### src/rtl/dac_serial_loader.sv
module dac_serial_loader #(
  parameter int W    = 12,
  parameter int SYNC = 2
) (
  input  logic         clk,
  input  logic         rst_n,
  input  logic         sck,
  input  logic         sdi,
  input  logic         ld_n,
  output logic         sdo,
  output logic [W-1:0] code,
  output logic         update
);

  logic [SYNC-1:0] sck_q, sdi_q, ld_q;
  logic            sck_s, sdi_s, ld_s;
  logic            gate_q, ld_prev;
  logic            gate, shift_en, load_en;
  logic [W-1:0]    shreg;

  always_ff @(posedge clk or negedge rst_n) begin
    if (!rst_n) begin
      sck_q <= '0;
      sdi_q <= '0;
      ld_q  <= '1;
    end else begin
      sck_q <= {sck_q[SYNC-2:0], sck};
      sdi_q <= {sdi_q[SYNC-2:0], sdi};
      ld_q  <= {ld_q[SYNC-2:0], ld_n};
    end
  end

  assign sck_s    = sck_q[SYNC-1];
  assign sdi_s    = sdi_q[SYNC-1];
  assign ld_s     = ld_q[SYNC-1];
  assign gate     = sck_s & ~ld_s;
  assign shift_en = gate & ~gate_q;
  assign load_en  = ld_s & ~ld_prev;
  assign sdo      = shreg[W-1];

  always_ff @(posedge clk or negedge rst_n) begin
    if (!rst_n) begin
      gate_q  <= 1'b0;
      ld_prev <= 1'b1;
      shreg   <= '0;
      code    <= '0;
      update  <= 1'b0;
    end else begin
      gate_q  <= gate;
      ld_prev <= ld_s;
      update  <= load_en;
      if (shift_en) shreg <= {shreg[W-2:0], sdi_s};
      if (load_en)  code  <= shreg;
    end
  end

endmodule


### config.mk
export PLATFORM = sky130hd
export DESIGN_NAME = dac_serial_loader
export DESIGN_NICKNAME = d
export VERILOG_FILES = /design/src/rtl/dac_serial_loader.sv
export SDC_FILE = /design/constraint.sdc
export NUM_CORES = 1
export LEC_CHECK = 0
export BUFFER_PORTS_ARGS = -buffer_cell sky130_fd_sc_hd__buf_2
export CORE_MARGIN = 3
export CORE_UTILIZATION = 40
export CTS_CLUSTER_DIAMETER = 60
export DETAILED_ROUTE_END_ITERATION = 7
export PLACE_DENSITY = 0.56
export SLEW_MARGIN = 25
export SYNTH_ARGS = -nofsm -noshare
export SYNTH_HDL_FRONTEND = slang
export SYNTH_SLANG_ARGS = --single-unit
### constraint.sdc
create_clock -name clk -period 3.4 [get_ports clk]
set_clock_uncertainty 0.05 [all_clocks]
set_input_delay 0.68 -clock clk [delete_from_list [all_inputs] [get_ports clk]]
set_output_delay 0.68 -clock clk [all_outputs]
set_load 0.01 [all_outputs]
==> flow_metrics.tcl <==
set metrics [dict create \
    fp.dieH_um 59.9 \
    crit_end "sdo" \
    syn_area_per_cell_um2 18.5 \
    globalRoute.totalOverflow 0 \
    floorplan.initialDensity_pct 44.5 \
    gate_count_after_technology_mapping 63 \
    timing.max_slew.rel_slack_pct 53.9 \
    site_row_count 18 \
    drc 0 \
    cp_launch_point "shreg[11]" \
    io_pins 19 \
    layout.nets 91 \
    critical_path_class "flip-flop to primary output" \
    synth_warnings 0 \
    crit_path_end_kind "primary output" \
    status "finished, final reports clean" \
    final_min_period_over_clock_period_pct 46.7 \
    setup-tns-final_ps 0 \
    synth_nets 68 \
    tritoncts "yes" \
    areaGrowthSynthToFinish_pct 14.1 \
    clk_latency_ps 320 \
    cts_resized 0 \
    layoutNonFillerInstCount 117 \
    path_cells "buf_2" \
    largest_stage_delay_worst_path_ps 400 \
    globalplace.congestion 0.635 \
    critical_path_cell_count 1 \
    cell_family_with_the_largest_share_of_critical_path_delay "flip-flops" \
    yosys-top-cells-count "sky130_fd_sc_hd__dfrtp_1 (30), sky130_fd_sc_hd__mux2_2 (24), sky130_fd_sc_hd__dfstp_2 (3), sky130_fd_sc_hd__buf_6 (2)" \
    portion_of_the_post_synthesis_area_used_by_sequential_elements_pct 71.4 \
    grt_setup_unrepaired "false" \
    maxClockFrequency_ghz 0.629 \
    worst_r2r_path_depth 2 \
    power_mw 1.05 \
    synth-edff-count 0 \
    globalRouteTotalUtil_pct 10.4 \
    timing.final.crit_period_ps 1590 \
    postCtsSetupBuffers 0 \
    synth-async-reset-ratio_pct 100 \
    antenna_found_initial 0 \
    setup_viol_count_final 0 \
    number_of_buffers_created_by_cts 5 \
    worst_r2r_dst "shreg[0]" \
    cp.required_ps 2670 \
    rrSetupSlack_ps 1930 \
    leakage_nw 0.647 \
    clock-root-buffer "sky130_fd_sc_hd__clkbuf_4" \
    critPathBufInv 1 \
    drive_above_1_share_pct 62.1 \
    numPlacedInstances 109 \
    total_of_flip_flops_plus_latches_after_synthesis 33 \
    power.ir.vdd_worst_uv 431 \
    syn_area_um2 1160 \
    cts_sinks 33 \
    power_density_nw_per_um2 792 \
    yosys.area.top_type "sky130_fd_sc_hd__dfrtp_1" \
    critPathMaxFanout 3 \
    clk_pin_slew_ps 90 \
    crit_slowest_cell "sky130_fd_sc_hd__dfrtp_1" \
    grt_start_max_net_pins 34 \
    synth.area.top_cells "sky130_fd_sc_hd__dfrtp_1 (65%), sky130_fd_sc_hd__mux2_2 (23%), sky130_fd_sc_hd__dfstp_2 (6.8%)" \
    drt_first_pass_iters 2 \
    coreArea_um2 2610 \
    dp_hpwl_um 953 \
    yosys.cell_count.top_type "sky130_fd_sc_hd__dfrtp_1" \
    initialDrtViolationCount 6 \
    routed_length_per_placed_instance_um 12.3 \
    post-route-util_pct 50.8 \
    io_buffer_count 18 \
    post_drt_via_cell_ratio 4.90 \
    report.final.hold_viol_count 0 \
    grt_pass1_vias 556 \
    yosys.area.top_type_share_pct 64.6 \
    cts_max_path_buffers 2 \
    fp.dieW_um 59.9 \
    routed_vias 573 \
    fillers 234 \
    diode_insertion_count_for_antenna_repair 0 \
    cts.hold.buffers_added 0 \
    synth_flop_cell "sky130_fd_sc_hd__dfrtp_1" \
    count_of_unique_library_cells_instantiated_by_yosys 8 \
    cp.arrival_ps 860 \
    hp-class "flip-flop to flip-flop" \
    worstMarginPinSlew_ps 692 \
    max_cap_viol_count 0 \
    htreeDepth 2 \
    grt_first_pass_wirelength_mm 2.59 \
    totalWireLength_mm 1.44 \
    critical_path.reg2reg.startpoint "ld_q[1]" \
    timing.critical_path.from_type "flip-flop" \
    drtAntennaViolNets 0 \
    slew_viol_final 0 \
    die_area_um2 3590 \
]
[flip-flops by register name, summed over array words and instances, names as in the netlist]
signal / count
code: 12
shreg: 12
ld_q: 2
sck_q: 2
sdi_q: 2
gate_q: 1
ld_prev: 1
update: 1
[cells in the final DEF, fill, tap and decap left out, drive strengths merged]
cell,netlist,final
dfrtp,30,30
and2b,1,1
buf,2,18
dfstp,3,3
mux2,24,24
clkbuf,0,8
nor3b,1,1
inv,1,1
nand2b,1,1
[stage by stage]
stage               hold WS [ps]  setup WS (ps)  area, um^2
detailed placement           289           1910        1270
floorplan                    281           2130        1160
CTS                          309           1780        1330
global route                 314           1740        1330
global placement             283           1920        1270
finish                       305           1810        1330
[worst min path at each step]
| stage | startpoint | endpoint | slack (ps) | cells after the start |
|---|---|---|---|---|
| finish | sck_q[0] | sck_q[1] | 300 | 0 |
| global route | ld_q[0] | ld_q[1] | 310 | 0 |
| CTS | sck_q[0] | sck_q[1] | 310 | 0 |
| detailed placement | sck_q[0] | sck_q[1] | 290 | 0 |
| global placement | sck_q[0] | sck_q[1] | 280 | 0 |
| floorplan | sck_q[0] | sck_q[1] | 280 | 0 |
[routing by layer]
| metal | global-route usage (%) | vias to the layer above | share of wire, % |
|---|---|---|---|
| li1 | - | 262 | - |
| met1 | 12.5 | 292 | 44 |
| met2 | 14.7 | 17 | 47 |
| met3 | 6.48 | 2 | 7.9 |
| met4 | 4.75 | 0 | 0.97 |
| met5 | 0 | - | 0 |
[cell families (layout without fill, tap and decap cells)]
group | Yosys count | in the layout | share of synthesized area (%)
mux | 24 | 24 | 23.3
buf+inv | 3 | 27 | 2.26
flops | 33 | 33 | 71.4
simple gates | 3 | 3 | 3.12
[where the power goes]
| group | total [mW] | internal (mW) | switching (mW) |
|---|---|---|---|
| clock | 0.220 | 0.102 | 0.118 |
| sequential | 0.592 | 0.522 | 0.0694 |
| combinational | 0.238 | 0.143 | 0.0953 |
[area by class of cell]
class / count / area [um^2] / share of cell area, %
well taps: 30 / 37.5 / 2.83
repair buffers: 18 / 90.1 / 6.79
multi-input cells: 27 / 307 / 23.1
inverters: 1 / 3.75 / 0.283
clock buffers: 8 / 58.8 / 4.43
flip-flops and latches: 33 / 830 / 62.5
Power figures use the tool's default switching activity.
